[src/rtl/pwm_duo_pkg.sv]
package pwm_duo_pkg;
    localparam int ADDR_W = 3;

    typedef enum logic [ADDR_W-1:0] {
        RA_CTRL  = 3'd0,
        RA_ENA   = 3'd1,
        RA_PER0  = 3'd2,
        RA_PER1  = 3'd3,
        RA_DUTY0 = 3'd4,
        RA_DUTY1 = 3'd5,
        RA_CNT0  = 3'd6,
        RA_CNT1  = 3'd7
    } reg_addr_e;
endpackage

[src/rtl/pwm_duo_regs.sv]
module pwm_duo_regs
    import pwm_duo_pkg::*;
#(
    parameter int CH_W  = 8,
    parameter int SEL_W = 3
) (
    input  logic                       clk,
    input  logic                       rst_n,
    input  logic                       wr_en,
    input  logic [ADDR_W-1:0]          addr,
    input  logic [CH_W-1:0]            wr_data,
    input  logic [1:0][CH_W-1:0]       cnt_view,
    output logic [CH_W-1:0]            rd_data,
    output logic                       join_o,
    output logic [1:0][SEL_W-1:0]      sel_o,
    output logic [1:0]                 en_o,
    output logic [1:0][CH_W-1:0]       per_o,
    output logic [1:0][CH_W-1:0]       duty_o,
    output logic [1:0]                 cnt_clr_o
);
    localparam int JOIN_POS = CH_W - 1;

    typedef struct packed {
        logic                  join_f;
        logic [1:0][SEL_W-1:0] sel;
        logic [1:0]            en;
        logic [1:0][CH_W-1:0]  per;
        logic [1:0][CH_W-1:0]  duty;
    } regs_t;

    regs_t r_q, r_d;
    reg_addr_e ra;

    always_comb begin
        ra        = reg_addr_e'(addr);
        r_d       = r_q;
        cnt_clr_o = '0;
        if (wr_en) begin
            unique case (ra)
                RA_CTRL: begin
                    r_d.join_f = wr_data[JOIN_POS];
                    r_d.sel[0] = wr_data[SEL_W +: SEL_W];
                    r_d.sel[1] = wr_data[0 +: SEL_W];
                end
                RA_ENA:   r_d.en      = wr_data[1:0];
                RA_PER0:  r_d.per[0]  = wr_data;
                RA_PER1:  r_d.per[1]  = wr_data;
                RA_DUTY0: r_d.duty[0] = wr_data;
                RA_DUTY1: r_d.duty[1] = wr_data;
                RA_CNT0:  cnt_clr_o[0] = 1'b1;
                RA_CNT1:  cnt_clr_o[1] = 1'b1;
                default: ;
            endcase
        end
    end

    always_comb begin
        rd_data = '0;
        unique case (ra)
            RA_CTRL: begin
                rd_data[JOIN_POS]       = r_q.join_f;
                rd_data[SEL_W +: SEL_W] = r_q.sel[0];
                rd_data[0 +: SEL_W]     = r_q.sel[1];
            end
            RA_ENA:   rd_data[1:0] = r_q.en;
            RA_PER0:  rd_data = r_q.per[0];
            RA_PER1:  rd_data = r_q.per[1];
            RA_DUTY0: rd_data = r_q.duty[0];
            RA_DUTY1: rd_data = r_q.duty[1];
            RA_CNT0:  rd_data = cnt_view[0];
            RA_CNT1:  rd_data = cnt_view[1];
            default: ;
        endcase
    end

    always_ff @(posedge clk or negedge rst_n) begin
        if (!rst_n) r_q <= '0;
        else        r_q <= r_d;
    end

    assign join_o = r_q.join_f;
    assign sel_o  = r_q.sel;
    assign en_o   = r_q.en;
    assign per_o  = r_q.per;
    assign duty_o = r_q.duty;
endmodule

[src/rtl/pwm_duo_prescale.sv]
module pwm_duo_prescale #(
    parameter int SEL_W = 3
) (
    input  logic                  clk,
    input  logic                  rst_n,
    input  logic [1:0][SEL_W-1:0] sel,
    output logic [1:0]            tick
);
    localparam int DIV_W = (1 << SEL_W) - 1;

    logic [DIV_W-1:0] div_q, div_d;

    always_comb div_d = div_q + 1'b1;

    always_ff @(posedge clk or negedge rst_n) begin
        if (!rst_n) div_q <= '0;
        else        div_q <= div_d;
    end

    for (genvar g = 0; g < 2; g++) begin : g_tick
        logic [DIV_W-1:0] mask;
        always_comb begin
            mask    = ~({DIV_W{1'b1}} << sel[g]);
            tick[g] = &(div_q | ~mask);
        end

        // a nonzero rate never yields ticks on back-to-back cycles
        p_tick_spacing_r2: assert property (@(posedge clk) disable iff (!rst_n)
            (sel[g] != '0 && tick[g]) |=> (!tick[g] || sel[g] != $past(sel[g])));
    end
endmodule

[src/rtl/pwm_duo_engine.sv]
module pwm_duo_engine #(
    parameter int CH_W = 8
) (
    input  logic                 clk,
    input  logic                 rst_n,
    input  logic                 join_i,
    input  logic [1:0]           en,
    input  logic [1:0]           tick,
    input  logic [1:0][CH_W-1:0] per,
    input  logic [1:0][CH_W-1:0] duty,
    input  logic [1:0]           clr,
    output logic [1:0][CH_W-1:0] cnt_o,
    output logic [1:0]           pwm
);
    localparam int JW = 2 * CH_W;

    typedef struct packed {
        logic [1:0][CH_W-1:0] cnt;
        logic [1:0][CH_W-1:0] per_a;
        logic [1:0][CH_W-1:0] duty_a;
        logic                 join_prev;
    } eng_t;

    eng_t q, d;
    logic            mode_chg;
    logic [JW:0]     inc_w;
    logic [CH_W:0]   inc_n [2];
    logic [JW-1:0]   cnt_w_q, per_w_q, duty_w_q;

    always_comb begin
        cnt_w_q  = {q.cnt[0], q.cnt[1]};
        per_w_q  = {q.per_a[0], q.per_a[1]};
        duty_w_q = {q.duty_a[0], q.duty_a[1]};
    end

    always_comb begin
        d           = q;
        d.join_prev = join_i;
        mode_chg    = join_i ^ q.join_prev;
        inc_w       = {1'b0, cnt_w_q} + 1'b1;
        for (int i = 0; i < 2; i++) inc_n[i] = {1'b0, q.cnt[i]} + 1'b1;

        if (join_i) begin
            if (!en[0] || clr[0] || clr[1] || mode_chg) begin
                d.cnt    = '0;
                d.per_a  = per;
                d.duty_a = duty;
            end else if (tick[1]) begin
                if (inc_w >= {1'b0, per_w_q}) begin
                    d.cnt    = '0;
                    d.per_a  = per;
                    d.duty_a = duty;
                end else begin
                    {d.cnt[0], d.cnt[1]} = inc_w[JW-1:0];
                end
            end
        end else begin
            for (int i = 0; i < 2; i++) begin
                if (!en[i] || clr[i] || mode_chg) begin
                    d.cnt[i]    = '0;
                    d.per_a[i]  = per[i];
                    d.duty_a[i] = duty[i];
                end else if (tick[i]) begin
                    if (inc_n[i] >= {1'b0, q.per_a[i]}) begin
                        d.cnt[i]    = '0;
                        d.per_a[i]  = per[i];
                        d.duty_a[i] = duty[i];
                    end else begin
                        d.cnt[i] = inc_n[i][CH_W-1:0];
                    end
                end
            end
        end
    end

    always_ff @(posedge clk or negedge rst_n) begin
        if (!rst_n) q <= '0;
        else        q <= d;
    end

    always_comb begin
        if (join_i) begin
            pwm[0] = en[0] && (cnt_w_q < duty_w_q);
            pwm[1] = 1'b0;
        end else begin
            for (int i = 0; i < 2; i++)
                pwm[i] = en[i] && (q.cnt[i] < q.duty_a[i]);
        end
    end

    assign cnt_o = q.cnt;

    for (genvar g = 0; g < 2; g++) begin : g_chk
        // in separate mode the counter stays below its active period
        p_cnt_below_per_r3: assert property (@(posedge clk) disable iff (!rst_n)
            (!join_i && !q.join_prev && en[g] && q.per_a[g] != '0)
                |-> (q.cnt[g] < q.per_a[g]));

        // active duty/period only move while the counter sits at zero
        p_load_at_zero_r7: assert property (@(posedge clk) disable iff (!rst_n)
            (!$stable(q.duty_a[g]) || !$stable(q.per_a[g])) |-> (q.cnt[g] == '0));

        // a stopped channel reads a zero count on the next cycle
        p_stopped_zero_r5: assert property (@(posedge clk) disable iff (!rst_n)
            (!join_i && !en[g]) |=> (q.cnt[g] == '0));
    end

    // joined counter stays below the joined active period
    p_wide_below_per_r8: assert property (@(posedge clk) disable iff (!rst_n)
        (join_i && q.join_prev && en[0] && per_w_q != '0) |-> (cnt_w_q < per_w_q));

    // with join set, clearing the even enable stops the whole pair
    p_join_stop_r10: assert property (@(posedge clk) disable iff (!rst_n)
        (join_i && !en[0]) |=> (q.cnt == '0));

    // a counter write to either byte clears the whole wide counter
    p_join_clear_r11: assert property (@(posedge clk) disable iff (!rst_n)
        (join_i && (clr[0] || clr[1])) |=> (q.cnt == '0));
endmodule

[src/rtl/pwm_duo.sv]
module pwm_duo
    import pwm_duo_pkg::*;
#(
    parameter int CH_W  = 8,
    parameter int SEL_W = 3
) (
    input  logic              clk,
    input  logic              rst_n,
    input  logic              wr_en,
    input  logic [ADDR_W-1:0] addr,
    input  logic [CH_W-1:0]   wr_data,
    output logic [CH_W-1:0]   rd_data,
    output logic [1:0]        pwm_out
);
    logic                  join_f;
    logic [1:0][SEL_W-1:0] sel;
    logic [1:0]            en;
    logic [1:0][CH_W-1:0]  per;
    logic [1:0][CH_W-1:0]  duty;
    logic [1:0]            cnt_clr;
    logic [1:0][CH_W-1:0]  cnt_view;
    logic [1:0]            tick;

    pwm_duo_regs #(.CH_W(CH_W), .SEL_W(SEL_W)) u_regs (
        .clk       (clk),
        .rst_n     (rst_n),
        .wr_en     (wr_en),
        .addr      (addr),
        .wr_data   (wr_data),
        .cnt_view  (cnt_view),
        .rd_data   (rd_data),
        .join_o    (join_f),
        .sel_o     (sel),
        .en_o      (en),
        .per_o     (per),
        .duty_o    (duty),
        .cnt_clr_o (cnt_clr)
    );

    pwm_duo_prescale #(.SEL_W(SEL_W)) u_prescale (
        .clk   (clk),
        .rst_n (rst_n),
        .sel   (sel),
        .tick  (tick)
    );

    pwm_duo_engine #(.CH_W(CH_W)) u_engine (
        .clk    (clk),
        .rst_n  (rst_n),
        .join_i (join_f),
        .en     (en),
        .tick   (tick),
        .per    (per),
        .duty   (duty),
        .clr    (cnt_clr),
        .cnt_o  (cnt_view),
        .pwm    (pwm_out)
    );
endmodule

[config.mk]
export PLATFORM = sky130hd
export DESIGN_NAME = pwm_duo
export DESIGN_NICKNAME = d
export VERILOG_FILES = /design/src/rtl/pwm_duo_pkg.sv /design/src/rtl/pwm_duo_regs.sv /design/src/rtl/pwm_duo_prescale.sv /design/src/rtl/pwm_duo_engine.sv /design/src/rtl/pwm_duo.sv
export SDC_FILE = /design/constraint.sdc
export NUM_CORES = 1
export LEC_CHECK = 0
export ABC_AREA = 1
export BUFFER_PORTS_ARGS = -buffer_cell sky130_fd_sc_hd__buf_2
export CORE_MARGIN = 2
export CORE_UTILIZATION = 55
export DETAILED_ROUTE_END_ITERATION = 10
export PLACE_DENSITY = 0.79
export SLEW_MARGIN = 10
export SYNTH_ARGS = -nofsm -noshare
export SYNTH_HDL_FRONTEND = slang
export SYNTH_SLANG_ARGS = --single-unit
[constraint.sdc]
create_clock -name clk -period 2.5 [get_ports clk]
set_input_delay 0.25 -clock clk [delete_from_list [all_inputs] [get_ports clk]]
set_output_delay 0.25 -clock clk [all_outputs]
set_load 0.02 [all_outputs]
## Word level (Yosys, flattened, before mapping)

Index checks and enable logic that the tools add are counted.

| operators by class | value |
|---|---|
| $add $sub $neg | 4 |
| order comparisons | 6 |
| equality and inequality tests | 9 |
| shift operators | 2 |
| mux-type cells | 31 |
| bitwise gates (word level) | 7 |
| reductions and logical operators | 28 |

Operator list:

| operator | number |
|---|---|
| two-way mux 48 bit | 3 |
| two-way mux 8 bit | 18 |
| two-way mux 32 bit | 1 |
| NOT 7 bit | 4 |
| case mux 4 bit (7 select lines) | 1 |
| adder 8 x 1 -> 9 bit, second input constant | 2 |
| >= comparator 9 x 8 -> 1 bit | 2 |
| adder 16 x 1 -> 17 bit, second input constant | 1 |
| >= comparator 17 x 16 -> 1 bit | 1 |
| < comparator 16 bit | 1 |
| < comparator 8 bit | 2 |
| two-way mux 16 bit | 1 |
| case mux 2 bit (8 select lines) | 1 |
| AND reduction 2 bit | 8 |
| bitwise OR 7 bit | 2 |
| AND reduction 7 bit | 2 |
| left shift 7 x 3 -> 7 bit, first input constant | 2 |
| == test 3 bit, second input constant | 4 |
| nonzero test 3 bit | 4 |
| AND reduction 4 bit | 2 |
| adder 7 x 1 -> 7 bit, second input constant | 1 |
| case mux 1 bit (7 select lines) | 1 |
| == test 3 x 2 -> 1 bit, second input constant | 2 |
| logical OR 1 bit | 6 |
| 10 further kinds | 15 |

| storage, ports and cells | value |
|---|---|
| flip-flop bits (word level) | 97 |
| bits of input ports | 14 |
| output and inout port bits | 10 |
| word-level logic and storage cells | 103 |

## Longest topological paths before layout

Gate-level depths: netlist of the first run.

| logic depth | value |
|---|---|
| depth in word-level cells | 8 |
| mapped depth | 20 |
| gate-level depth less buffers | 19 |

## Hierarchy

From an unflattened synthesis of the first run, not the netlist that was laid out.

| second synthesis, totals | value |
|---|---|
| cell total of the unflattened synthesis | 912 |
| area, all modules | 6860.3 um2 |

Modules (own cells, without submodules):

| module | times used | cells an instance | area each (um2) | seq. area each (um2) |
|---|---|---|---|---|
| pwm_duo_engine | 1 | 567 | 4060.1 | 1226.2 |
| pwm_duo_regs | 1 | 280 | 2344.7 | 1026.0 |
| pwm_duo_prescale | 1 | 65 | 455.4 | 175.2 |

## Least setup slack after synthesis of the first run

OpenSTA, ideal clock, no wires.

| timing | value |
|---|---|
| path kind | reg-to-reg |
| start point | reg u_engine.q, in the netlist u_engine.cnt_o[8] |
| end point | reg u_engine.q, in the netlist u_engine.per_w_q[0] |
| setup time | 117 ps |
| arrival | 2540 ps |
| data required time | 2383 ps |
| path slack | -157 ps |
| stages on the path, launching flop included | 19 |
| buffers on the path | 1 |
| period minus slack after synthesis | 2657 ps |
| cell sequence | dfrtp_1 ha_1 nand2_1 nor2_2 nand2_2 mux2_2 ha_1 nand2_1 nor2_1 nand2_1 nor2_1 nor2_1 nand2_2 nor2_8 nand2_4 nand3_4 buf_6 nand2_1 nand2_1 |

| between the ends | value |
|---|---|
| longest elaborated chain between the ends | 4 |
| elaborated cells on any way between the ends | 7 |
| classes of those cells | 2 x add/sub; 2 x order compare; 1 x eq/ne; 2 x reduce/logical |

Ends and longest elaborated chain:

| element | RTL line | RTL |
|---|---|---|
| from (decl) | pwm_duo_engine.sv:24 | `eng_t q, d;` |
| from (signal assigned) | pwm_duo_engine.sv:77 | `if (!rst_n) q <= '0;` |
| from (signal assigned) | pwm_duo_engine.sv:78 | `else q <= d;` |
| adder 16 x 1 -> 17 bit or adder 8 x 1 -> 9 bit (tied branches) | pwm_duo_engine.sv:40, pwm_duo_engine.sv:41 |  |
| >= comparator 17 x 16 -> 1 bit or >= comparator 9 x 8 -> 1 bit (tied branches) | pwm_duo_engine.sv:49, pwm_duo_engine.sv:64 |  |
| inequality test 3 x 1 -> 1 bit (no line) or nonzero test 3 bit (tied branches) | n/a |  |
| AND reduction 4 bit (no line) * | n/a |  |

Every way passes the cells marked *; elsewhere a longest branch is shown, timed or not.
A chain may end at the register's enable or synchronous reset.

## Final worst setup path of the first run

| timing | value |
|---|---|
| start point | reg u_engine.q, in the netlist u_engine.cnt_o[9] |
| end point | reg u_engine.q, in the netlist u_engine.duty_w_q[4] |

The elaborated chain is that of the path after synthesis.

==> results.txt, run 1 <==
- Worst Hold Path EP: u_regs.duty_o[14]
- DRT antenna net count: 0
* Clock skew after layout: 0.0232 ns
- Yosys mapped a number of flops with a built-in enable equal to 0.
- The die covers 11700 µm².
- In this run the cell area of the synthesized design comes to 5990 µm².
* Proportion of synthesized flip-flops having asynchronous set or reset: 100%
- Net count, final: 930
* Total number of vias: 5940
* First DRT Iteration DRCs: 626
- The worst hold path begins at wr_data[6].
* Ordered list of cells on the worst path: ha_2, nand2_2, nor2_4, nand3_2, xor2_1, inv_1, ha_4, nand2_2, nor2_2, nand3_1, nand3_1, nand2_1, nand2_2, nand2_4, nand2_8, nand3_4, nand2_1, nand2_1
* Total of fill cells in the finished design: 846
* Final period util: 108%
- Clk slew on worst S/H paths: 0.11 ns
* Post-layout minimum cycle time: 2.69 ns
- In the post-route analysis, the smallest setup slack over all paths is -0.190 ns.
- The worst pin sits at a relative slew slack of 59.9%.
- The initial utilization of the core area, before any placement, comes to 55.7%.
- Maximum clock frequency: 0.372 GHz
- DP Worst Slack: -0.191 ns
- The HPWL after detailed placement is 13000 µm.
* Wire length of the first global-routing pass: 28200 µm
- Power density over the cells: 779 nW/µm²
- Synthesized instance count: 765
- Dividing the detail-routed wire length by the instance count gives 18.0 µm.
- Commonest cells after routing, fill and taps aside: nand2_1, dfrtp_1, inv_1
- The checks that failed: setup timing.
- Leakage power figure: 0.00399 µW
* #FFs+latches synth: 97
- For the worst flop-to-flop path, the logic depth is 18.
* Pin slew with the least headroom to its limit: 0.598 ns
- In this run the standard cell core region covers 10700 µm².
- Number of sinks driven by the clock tree: 97
* Width of the chip: 108 µm
* Endpoints failing hold: 0
* Predominant post-synthesis flop cell: dfrtp_1
* Total clock buffers created by CTS: 9
- Crit path arrival time: 2.96 ns
- Clk buf depth: 2
- The number of different library cells used by synthesis comes to 42.
- Core Rows: 38
- Initial antenna violation count: 0
- CTS root buffer: clkbuf_8
- Run status: finished with violations
* Critical Path Slowest Stage Cell: dfrtp_1
- Via count of the first global-routing pass: 5612
- Vias per cell: 5.83
- Gate family responsible for the most delay along the worst path: simple AND/OR/NAND/NOR gates
- Number of cells on the worst hold path: 3
- The endpoint identified for the worst register-to-register timing path is u_engine.duty_w_q[4].
- The setup check on the worst reg-to-reg path leaves a slack of -0.19 ns.
- During synthesis, Yosys emitted a total of 0 warnings.
- Count of maximum capacitance violations: 0
* Die outline height: 108 µm
* Total inserted antenna cells: 0
- CP Launch Type: flip-flop
- STA puts the critical path data required time at 2.77 ns.
- Tot GR Track Use: 31.7%
* Congestion Overflow GR: 0
- In this run the number of H-tree levels came out at 3.
- Layout area overhead: 26.0%
- Type of the worst setup path: flip-flop to flip-flop
- STA classifies the critical path endpoint as a flip-flop.
* Latest clock arrival within the worst-skew pair: 0.39 ns
- The first TritonRoute pass finished after 6 iterations.
- The largest single stage delay on the critical path is 0.38 ns.
* Largest net degree at the start of global routing: 98
- Detailed-route wire length: 18400 µm
- Gpl congestion: 0.968
- Maximum vdd ir drop: 0.000532 V
* Number of max-slew violations in the final report: 0
- After synthesis, the mean cell area works out to 7.83 µm².
- Input and output buffers added on the ports amount to 23.
- The path class of the tightest hold or removal check is input pin to flip-flop.
- The critical path crosses 18 cells after its start point.
- Setup violations remaining at the end of the flow were counted as 50.
- Highest net fanout along the worst path: 8
- Seq/Total Area, Yosys: 40.5%
- Unrepaired setup endpoints after global routing: true
- The library cell used most frequently in the layout, excluding fill and tap cells, is nand2_1.
- Layout cells sized above 1: 23.7%
- Counting both buffers and inverters, the worst setup path holds a total of 1.
- Remaining routing DRC violations: 0
* Synthesized net count: 822
- The tightest hold path in the finished design has a slack of 0.230 ns.
- Startpoint of the worst register-to-register path: u_engine.cnt_o[9]
- CTS tree: built
* Top-Level Pins: 24
* Worst setup path start: u_engine.cnt_o[9]
## worst reg2reg max path: cells and delay by family, from the launching register on
family	cells	cell delay (ns)
xor+xnor	1	0.23
flops	1	0.38
buf+inv	1	0.12
fa+ha+maj	2	0.49
simple gates	14	1.36
## how the worst max path moves through the flow
stage                     slack [ns]                     to
after floorplan                -0.05  u_engine.duty_w_q[10]
after global placement         -0.15     u_engine.cnt_o[14]
after detailed placement       -0.19     u_engine.cnt_o[15]
after CTS                       -0.1  u_engine.duty_w_q[12]
after global routing           -0.38   u_engine.duty_w_q[2]
final                          -0.19   u_engine.duty_w_q[4]
## layout make-up
type                            count  area [µm²]  share of cell area [%]
Multi-Input combinational cell    552        3450                    45.7
Sequential cell                    97        2430                    32.2
Tap cell                          140         175                    2.32
Clock buffer                       11         141                    1.87
Inverter                          101         383                    5.08
Clock inverter                      5         108                    1.43
Timing Repair Buffer              112         858                    11.4
## kinds of logic (layout without fill, tap and decap cells)
logic type | after synthesis | count (layout) | share of synthesized area (%)
buf+inv | 119 | 229 | 8.09
flops | 97 | 97 | 40.5
fa+ha+maj | 43 | 43 | 8.99
xor+xnor | 19 | 19 | 2.78
simple gates | 377 | 380 | 28.4
mux | 1 | 1 | 0.188
compound gates | 109 | 109 | 11.0
## per-stage QoR
step           cells  TNS [ns]  total power [µW]  utilization [%]  area (µm²)
6_report        1018     -7.49              5880             70.2        7540
5_1_grt         1018    -16.73              6190             70.2        7540
4_1_cts         1008     -3.50              5630             67.6        7270
3_5_place_dp     979     -7.00              4210             63.0        6770
3_3_place_gp     979     -4.93              4120             63.0        6770
2_1_floorplan    765     -1.13              3550                -        6040
## state kept, by name (all words and copies together) (netlist names), 2 cells and up
register           flops
u_engine.cnt_o        16
u_engine.duty_w_q     16
u_engine.per_w_q      16
u_regs.duty_o         16
u_regs.per_o          16
u_prescale.div_q       7
u_regs.sel_o           6
u_regs.en_o            2
## report_power, final
group	total (µW)	internal, µW	switching, µW
logic	2320	876	1440
clock network	1290	700	590
registers	2270	1940	334
## Yosys cell counts, types with 2 or more instances
library cell  instances  area, µm²
buf_2                 9       45.0
dfrtp_1              97       2430
nand2_2               7       43.8
nor2_4                3       33.8
o211ai_1              6       45.0
nor3_2                2       20.0
nor3_1                6       30.0
a22oi_1               7       52.6
inv_1                93        349
clkbuf_1              6       22.5
ha_1                 43        538
o21ai_0              49        245
nand2_4               2       22.5
o21a_1                2       15.0
a221oi_1              8       70.1
a21oi_1              24        120
xnor2_1               2       17.5
clkinv_1              2       7.51
nand3_1              42        210
o2111ai_1             2       17.5
xor2_1               17        149
buf_6                 3       33.8
nand2_1             247        927
nor2_1               27        101
inv_2                 4       15.0
nand4_1              34        213
nand3_4               2       35.0
o22ai_1               5       31.3
## routing by layer
metal,track usage (%),wire length (µm),vias up
met5,0,0,-
met1,41.3,7290,2845
met4,14.4,788,0
met3,4.16,1270,72
met2,52.7,9020,283
li1,-,-,2740
## what timing repair did
item | CTS | global route
hold endpoints to repair | 97 | 0
hold buffers | 1 | 0
setup endpoints to repair | 49 | 50
gates cloned | 4 | 0
pin swaps | 29 | 19
setup buffers | 8 | 10
gates resized for setup | 33 | 37
Power figures use the tool's default switching activity.
==> inputs of run 2 (changes only) <==
- MAX_ROUTING_LAYER: unset -> met4
==> results.txt, run 2 (synthesis gave the netlist of run 1 again) <==
* Core Rows: 38 (unchanged)
* Half-perimeter wire length of the detailed placement result: 13100 µm (was 13000 µm)
* Wire length of the first global-routing pass: 28300 µm (was 28200 µm)
* Clk buf depth: 2 (unchanged)
- The maximum clock rate was 0.366 GHz (was 0.372 GHz).
- Sum Neg Setup Slack: -8.93 ns (was -7.49 ns)
- Gate family responsible for the most delay along the worst path: simple AND/OR/NAND/NOR gates (unchanged)
* Tot GR Track Use: 33.0% (was 31.7%)
- Latest clock arrival within the worst-skew pair: 0.36 ns (was 0.39 ns)
- The number of vias per cell after detailed routing was 5.76 (was 5.83).
- The full die area is 11700 µm² (unchanged).
* Post-layout minimum cycle time: 2.74 ns (was 2.69 ns)
- The kind of capture point of the worst setup path is a flip-flop (unchanged).
- The width of the chip is 108 µm (unchanged).
- DRT antenna net count: 0 (unchanged)
* Most common cell after layout, fill and taps aside: nand2_1 (unchanged)
* Ordered list of cells on the worst path: ha_2, nand2_2, nor2_4, nand2_4, mux2_4, ha_4, nand2_4, nor2_4, nand2_1, nor2_1, nor2_1, nand2_2, nor2_8, nand2_8, buf_12, nand4_1, nand2_1 (was ha_2, nand2_2, nor2_4, nand3_2, xor2_1, inv_1, ha_4, nand2_2, nor2_2, nand3_1, nand3_1, nand2_1, nand2_2, nand2_4, nand2_8, nand3_4, nand2_1, nand2_1)
* Area taken by multi-input logic gates: 3460 µm² (was 3450 µm²)
- Die outline height: 108 µm (unchanged)
- The type of the most critical hold path is input pin to flip-flop (unchanged).
* Gpl congestion: 0.988 (was 0.968)
- The remaining global-route overflow was 0 (unchanged).
- Number of buffers and inverters on the critical path: 1 (unchanged)
- The violation count after the first detailed-route iteration came to 536 (was 626).
- DP Worst Slack: -0.243 ns (was -0.191 ns)
- Detailed-router iteration count before antenna repair: 5 (was 6)
* Maximum vdd ir drop: 0.000492 V (was 0.000532 V)
- The critical path arrival came to 3.00 ns (was 2.96 ns).
- The fill cell total of the finished layout came to 877 (was 846).
- The number of max-capacitance violations reported was 0 (unchanged).
- Leakage power figure: 0.00392 µW (was 0.00399 µW)
- Remaining routing DRC violations: 0 (unchanged)
- Layout cells sized above 1: 22.9% (was 23.7%)
* Number of max-slew violations in the final report: 0 (unchanged)
- The worst path required time was 2.77 ns (about the same).
- Count of final setup violators: 48 (was 50)
- Highest net fanout along the worst path: 15 (was 8)
- The total via count in the routed design is 5785 (was 5940).
- Commonest cells after routing, fill and taps aside: nand2_1, dfrtp_1, inv_1 (unchanged).
* Clock skew after layout: 0.00558 ns (was 0.0232 ns)
- The critical path start-end classification was flip-flop to flip-flop (unchanged).
- Final Cell Area: 7420 µm² (was 7540 µm²)
- Clk slew on worst S/H paths: 0.10 ns (was 0.11 ns)
- The net count reported at finish was 918 (was 930).
- The transition time at the pin with the least slew margin was 0.630 ns (was 0.598 ns).
- Initial Util: 55.7% (unchanged)
* Via count of the first global-routing pass: 5571 (was 5612)
- The TritonCTS clock tree is built (unchanged).
- Total Power: 5710 µW (was 5880 µW)
* CP Launch Type: flip-flop (unchanged)
- The average wire per standard cell is 17.9 µm (was 18.0 µm).
- The post-detailed-routing wire length came to 18000 µm (was 18400 µm).
- Violations in the final reports: setup timing (unchanged).
* Run status: finished with violations (unchanged)
* Critical Path Slowest Stage Cell: dfrtp_1 (unchanged)
- Relative max-transition margin: 57.8% (was 59.9%)
- The cell area after placement came to 6770 µm² (unchanged).
- Total clock buffers created by CTS: 9 (unchanged)
* Layout area overhead: 23.9% (was 26.0%)
- Top-Level Pins: 24 (unchanged)
- The number of antenna violations at the first check in global routing was 0 (unchanged).
* Endpoints failing hold: 0 (unchanged)
* Least setup slack across all paths after layout: -0.236 ns (was -0.190 ns)
- # H-tree levels: 3 (unchanged)
- The core box area came to 10700 µm² (unchanged).
* Smallest hold slack: 0.243 ns (was 0.230 ns)
- The register area is 2430 µm² (unchanged).
- Largest net degree at the start of global routing: 53 (was 98)
- Count of port buffers added during placement: 23 (unchanged)
* CTS root buffer: clkbuf_8 (unchanged)
- Number of sinks driven by the clock tree: 97 (unchanged)
- The areal power density over the cells was 770 nW/µm² (was 779 nW/µm²).
- Largest incremental delay on the critical path: 0.37 ns (was 0.38 ns)
- The count of inserted antenna diode cells is 0 (unchanged).
- The fraction of the cycle the final worst path needs came to 109% (was 108%).
- Unrepaired setup endpoints after global routing: true (unchanged).
## run 2: worst register-to-register path, delay by kind of cell, from the launching register on
kind,cells,cell delay (ns)
mux,1,0.35
fa+ha+maj,2,0.45
buf+inv,1,0.16
flops,1,0.37
simple gates,13,1.31
## run 2: where the power goes
part	leakage (µW)	switching [µW]	internal, µW
clock	0.000109	588	594
sequential	0.00124	325	1930
combinational	0.00257	1430	837
total	0.00392	2350	3370
## run 2: path summary, 6_finish.rpt
kind,from,end,slack [ns],cells after the start
worst max register to register,u_engine.cnt_o[8],u_engine.per_w_q[1],-0.24,17
worst min-delay path,wr_data[6],u_regs.duty_o[6],0.24,3
max in group asynchronous,rst_n,u_engine.cnt_o[3],1.34,3
worst max-delay path,u_engine.cnt_o[8],u_engine.per_w_q[1],-0.24,17
worst min register to register,u_engine.duty_w_q[5],u_engine.duty_w_q[5],0.48,2
min in group asynchronous,rst_n,u_regs.per_o[9],0.44,2
## run 2: layout make-up
class                           instances  share of cell area [%]
Multi-Input combinational cell        552                    46.6
Sequential cell                        97                    32.7
Timing Repair Buffer                  100                    10.2
Clock inverter                          5                    1.15
Inverter                              101                    5.16
Clock buffer                           10                    1.85
Tap cell                              140                    2.36
## run 2: routing by layer
| layer | part of all wire, % | wire length [µm] | track usage, % |
|---|---|---|---|
| met5 | 0 | 0 | - |
| met4 | 3.2 | 574 | 11.4 |
| met3 | 7.1 | 1280 | 4.28 |
| met2 | 49 | 8840 | 54.0 |
| met1 | 41 | 7330 | 42.4 |
## run 2: repair_timing
item                                   4_1_cts  5_1_grt
endpoints found under the hold margin       45        0
hold buffers                                 1        0
setup buffers                                4        2
setup endpoints to repair                   48       49
pin swaps                                   32       26
gates resized for setup                     43       27
gates cloned                                 4        0
## run 2: stage by stage
stage               utilization, %  std cells
floorplan                        -        765
global placement              63.0        979
detailed placement            63.0        979
CTS                           67.8       1003
global route                  69.0       1005
finish                        69.0       1005
==> inputs of run 3 (changes only) <==
- SYNTH_HIERARCHICAL: unset -> 1
==> results.txt, run 3 <==
- Run status: finished with violations (unchanged)
- Violations in the final reports: setup timing (unchanged).
- The quantity of I/O buffers inserted on ports came to 23 (unchanged).
* Type of the worst setup path: flip-flop to flip-flop (unchanged)
- The kind of start point of the critical path was a flip-flop (unchanged).
* Routed length per placed instance: 17.2 µm (was 17.9 µm)
* Clk slew on worst S/H paths: 0.07 ns (was 0.10 ns)
* Predominant post-synthesis flop cell: dfrtp_1 (unchanged)
- The maximum clock rate is 0.351 GHz (was 0.366 GHz).
- Die outline height: 116 µm (was 108 µm)
- The final core area utilization is 68.9% (was 69.0%).
- Count of maximum capacitance violations: 0 (unchanged)
- Largest net degree at the start of global routing: 59 (was 53)
- Post-layout minimum cycle time: 2.85 ns (was 2.74 ns)
- The net count reported at finish was 1048 (was 918).
- The detailed placer's ending HPWL was 13600 µm (was 13100 µm).
- Placeable Area: 12100 µm² (was 10700 µm²)
* Tot GR Track Use: 30.7% (was 33.0%)
- The width of the chip was 116 µm (was 108 µm).
* List of most frequent post-synthesis cells: nand2_1, inv_1, dfrtp_1 (was nand2_1, dfrtp_1, inv_1)
* Synthesized net count: 969 (was 822)
* Number of max-slew violations in the final report: 0 (unchanged)
- Congestion Overflow GR: 0 (unchanged)
* Power density over the cells: 938 nW/µm² (was 770 nW/µm²)
* #FFs+latches synth: 97 (unchanged)
- Layout cells sized above 1: 29.4% (was 22.9%)
- The type of the most critical hold path is input pin to flip-flop (unchanged).
- The static power due to leakage came to 0.00434 µW (was 0.00392 µW).
- The post-synthesis async set-or-reset flop share came to 100% (unchanged).
- Highest net fanout along the worst path: 16 (was 15)
- The setup violation total in the final timing report is 48 (unchanged).
- The count of inserted antenna diode cells came to 0 (unchanged).
* Largest incremental delay on the critical path: 0.41 ns (was 0.37 ns)
* Area fraction of the dominant cell type after synthesis: 35.4% (was 40.5%)
- The final estimated routing congestion in global placement came to 0.986 (was 0.988).
* CTS tree: built (unchanged)
* Total of fill cells in the finished design: 922 (was 877)
* Relative max-transition margin: 63.7% (was 57.8%)
- The worst path required time came to 2.74 ns (was 2.77 ns).
- The relative area change from synthesis to final layout is 21.7% (was 23.9%).
- Synthesized instance count: 912 (was 765)
* Initial Util: 56.6% (was 55.7%)
* Maximum vdd ir drop: 0.000557 V (was 0.000492 V)
* Least setup slack across all paths after layout: -0.352 ns (was -0.236 ns)
- The number of warning messages in the yosys log was 6 (was 0).
- The worst reg2reg path startpoint is u_engine/cnt_o[14] (was u_engine.cnt_o[8]).
- Initial antenna violation count: 0 (unchanged)
- Commonest cells after routing, fill and taps aside: nand2_1, inv_1, dfrtp_1 (was nand2_1, dfrtp_1, inv_1)
* Latest clock arrival within the worst-skew pair: 0.35 ns (was 0.36 ns)
* Top-Level Pins: 24 (unchanged)
* Pin slew with the least headroom to its limit: 0.539 ns (was 0.630 ns)
- The violation count after the first detailed-route iteration came to 770 (was 536).
* Remaining routing DRC violations: 0 (unchanged)
- The number of flops mapped to enable cells by yosys came to 0 (unchanged).
- The number of failing hold endpoints at the final stage is 0 (unchanged).
* Detailed-router iteration count before antenna repair: 6 (was 5)
- The number of antenna-violating nets in the routed design was 0 (unchanged).
- Core Rows: 40 (was 38)
- The maximum count of clock buffers along a single path was 2 (unchanged).
- Ordered list of cells on the worst path: nand2_1, inv_1, nand2_1, nor2_1, buf_4, nand2_1, nand2_1, nand2_2, ha_4, and3_4, nand2_1, o21bai_4, nand3_4, nand3_4, buf_16, nand2_2, o21ai_1 (was ha_2, nand2_2, nor2_4, nand2_4, mux2_4, ha_4, nand2_4, nor2_4, nand2_1, nor2_1, nor2_1, nand2_2, nor2_8, nand2_8, buf_12, nand4_1, nand2_1).
* Seq/Total Area, Yosys: 35.4% (was 40.5%)
- Smallest hold slack: 0.275 ns (was 0.243 ns)
- Top cells by area in the synthesized netlist: dfrtp_1, nand2_1, ha_1 (unchanged)
* Mean instance size in the synthesized netlist: 7.52 µm² (was 7.83 µm²)
* Crit path arrival time: 3.09 ns (was 3.00 ns)
* Detailed-route wire length: 20000 µm (was 18000 µm)
* Final period util: 114% (was 109%)
- The library cell occupying the most area in the post-synthesis netlist is dfrtp_1 (unchanged).
- The kind of capture point of the worst setup path is a flip-flop (unchanged).
* Total clock buffers created by CTS: 9 (unchanged)
* # H-tree levels: 3 (unchanged)
- The maximum clock skew at final layout was 0.00757 ns (was 0.00558 ns).
* CP most frequent cell: nand2_1
- The clock root buffer was clkbuf_16 (was clkbuf_8).
- DP Worst Slack: -0.149 ns (was -0.243 ns)
- The global-route wire length before repair came to 30700 µm (was 28300 µm).
- Unrepaired setup endpoints after global routing: true (unchanged).
* Number of sinks driven by the clock tree: 97 (unchanged)
- The most common cell in the synthesized netlist was nand2_1 (unchanged).
- Total number of vias: 6632 (was 5785)
- Worst setup path start: u_engine/cnt_o[14] (was u_engine.cnt_o[8])
- Via count of the first global-routing pass: 6133 (was 5571)
* Number of library cell types mapped by synthesis: 37 (was 42)
- Vias per cell: 5.70 (was 5.76)
- Critical Path Slowest Stage Cell: dfrtp_1 (unchanged)
- Most common cell after layout, fill and taps aside: nand2_1 (unchanged)
* Die area: 13400 µm² (was 11700 µm²)
- Post-Synthesis Cell Area: 6860 µm² (was 5990 µm²)
- Hold_sp: wr_data[6] (unchanged)
- Sum Neg Setup Slack: -13.22 ns (was -8.93 ns)
==> run 3: cell count changes after synthesis, sizes merged, moves of 5 or more <==
cell	previous run	this run
nor3	9	4
nand4	34	46
o21ai	50	79
a221oi	8	0
nand2	256	248
nor2	32	99
o211ai	7	0
inv	98	139
o22ai	5	0
nand3	45	78
xor2	17	8
a21oi	24	13
a22oi	7	0
buf	12	37
==> run 3: cell type report <==
class / instances / area [µm²] / share of cell area [%]
Tap cell: 168 / 210 / 2.52
Timing Repair Buffer: 108 / 872 / 10.4
Clock inverter: 7 / 62.6 / 0.750
Sequential cell: 97 / 2430 / 29.1
Clock buffer: 9 / 225 / 2.70
Multi-Input combinational cell: 636 / 4020 / 48.2
Inverter: 139 / 524 / 6.28
==> run 3: stage by stage <==
stage | power [µW] | std cells | area [µm²]
2_1_floorplan | 4570 | 912 | 6890
6_report | 7830 | 1164 | 8350
3_3_place_gp | 5380 | 1127 | 7400
5_1_grt | 8300 | 1164 | 8350
4_1_cts | 7360 | 1157 | 8090
3_5_place_dp | 5470 | 1127 | 7400
==> run 3: worst max-delay path: cells and delay by family, from the launching register on <==
family / cells / cell delay (ns)
AO/OA/AOI/OAI: 2 / 0.23
adder cells (fa/ha/maj): 1 / 0.28
buffers and inverters: 3 / 0.47
flip-flops: 1 / 0.41
AND/OR/NAND/NOR: 11 / 1.33
==> run 3: final timing paths <==
path,end,slack [ns],cells past startpoint
setup / recovery,u_engine/per_w_q[1],-0.35,17
hold / removal,u_regs/duty_o[14],0.28,3
setup reg to reg,u_engine/per_w_q[1],-0.35,17
hold reg to reg,u_prescale/div_q[6],0.48,2
max in group asynchronous,u_engine/cnt_o[1],1.36,3
min in group asynchronous,u_prescale/div_q[0],0.42,2
==> run 3: timing repair <==
item,in CTS,in global routing
resized for setup,66,43
pin swaps,10,13
endpoints found under the hold margin,39,0
hold buffers,1,0
buffers inserted,9,9
endpoints found under the setup margin,48,49
cloned,4,0
==> run 3: cells by family (layout without fill, tap and decap cells) <==
logic type	count (synthesis)	after routing	share of synthesized area, %
compound gates	101	101	10.5
fa+ha+maj	43	43	7.84
flops	97	97	35.4
buf+inv	181	263	12.5
simple gates	480	482	32.4
xor+xnor	10	10	1.28
==> run 3: report_power, final <==
part | internal [µW] | total, µW | leakage [µW] | switching [µW]
clock network | 697 | 1360 | 0.000144 | 668
logic | 1640 | 4030 | 0.00297 | 2390
registers | 2000 | 2430 | 0.00123 | 436
total | 4340 | 7830 | 0.00434 | 3490
==> run 3: metal layers <==
metal	vias up	wire (µm)	track usage, %
met4	0	895	12.8
met3	98	1360	3.87
met5	-	0	-
met1	3117	8220	40.2
met2	330	9550	48.3
li1	3087	-	-
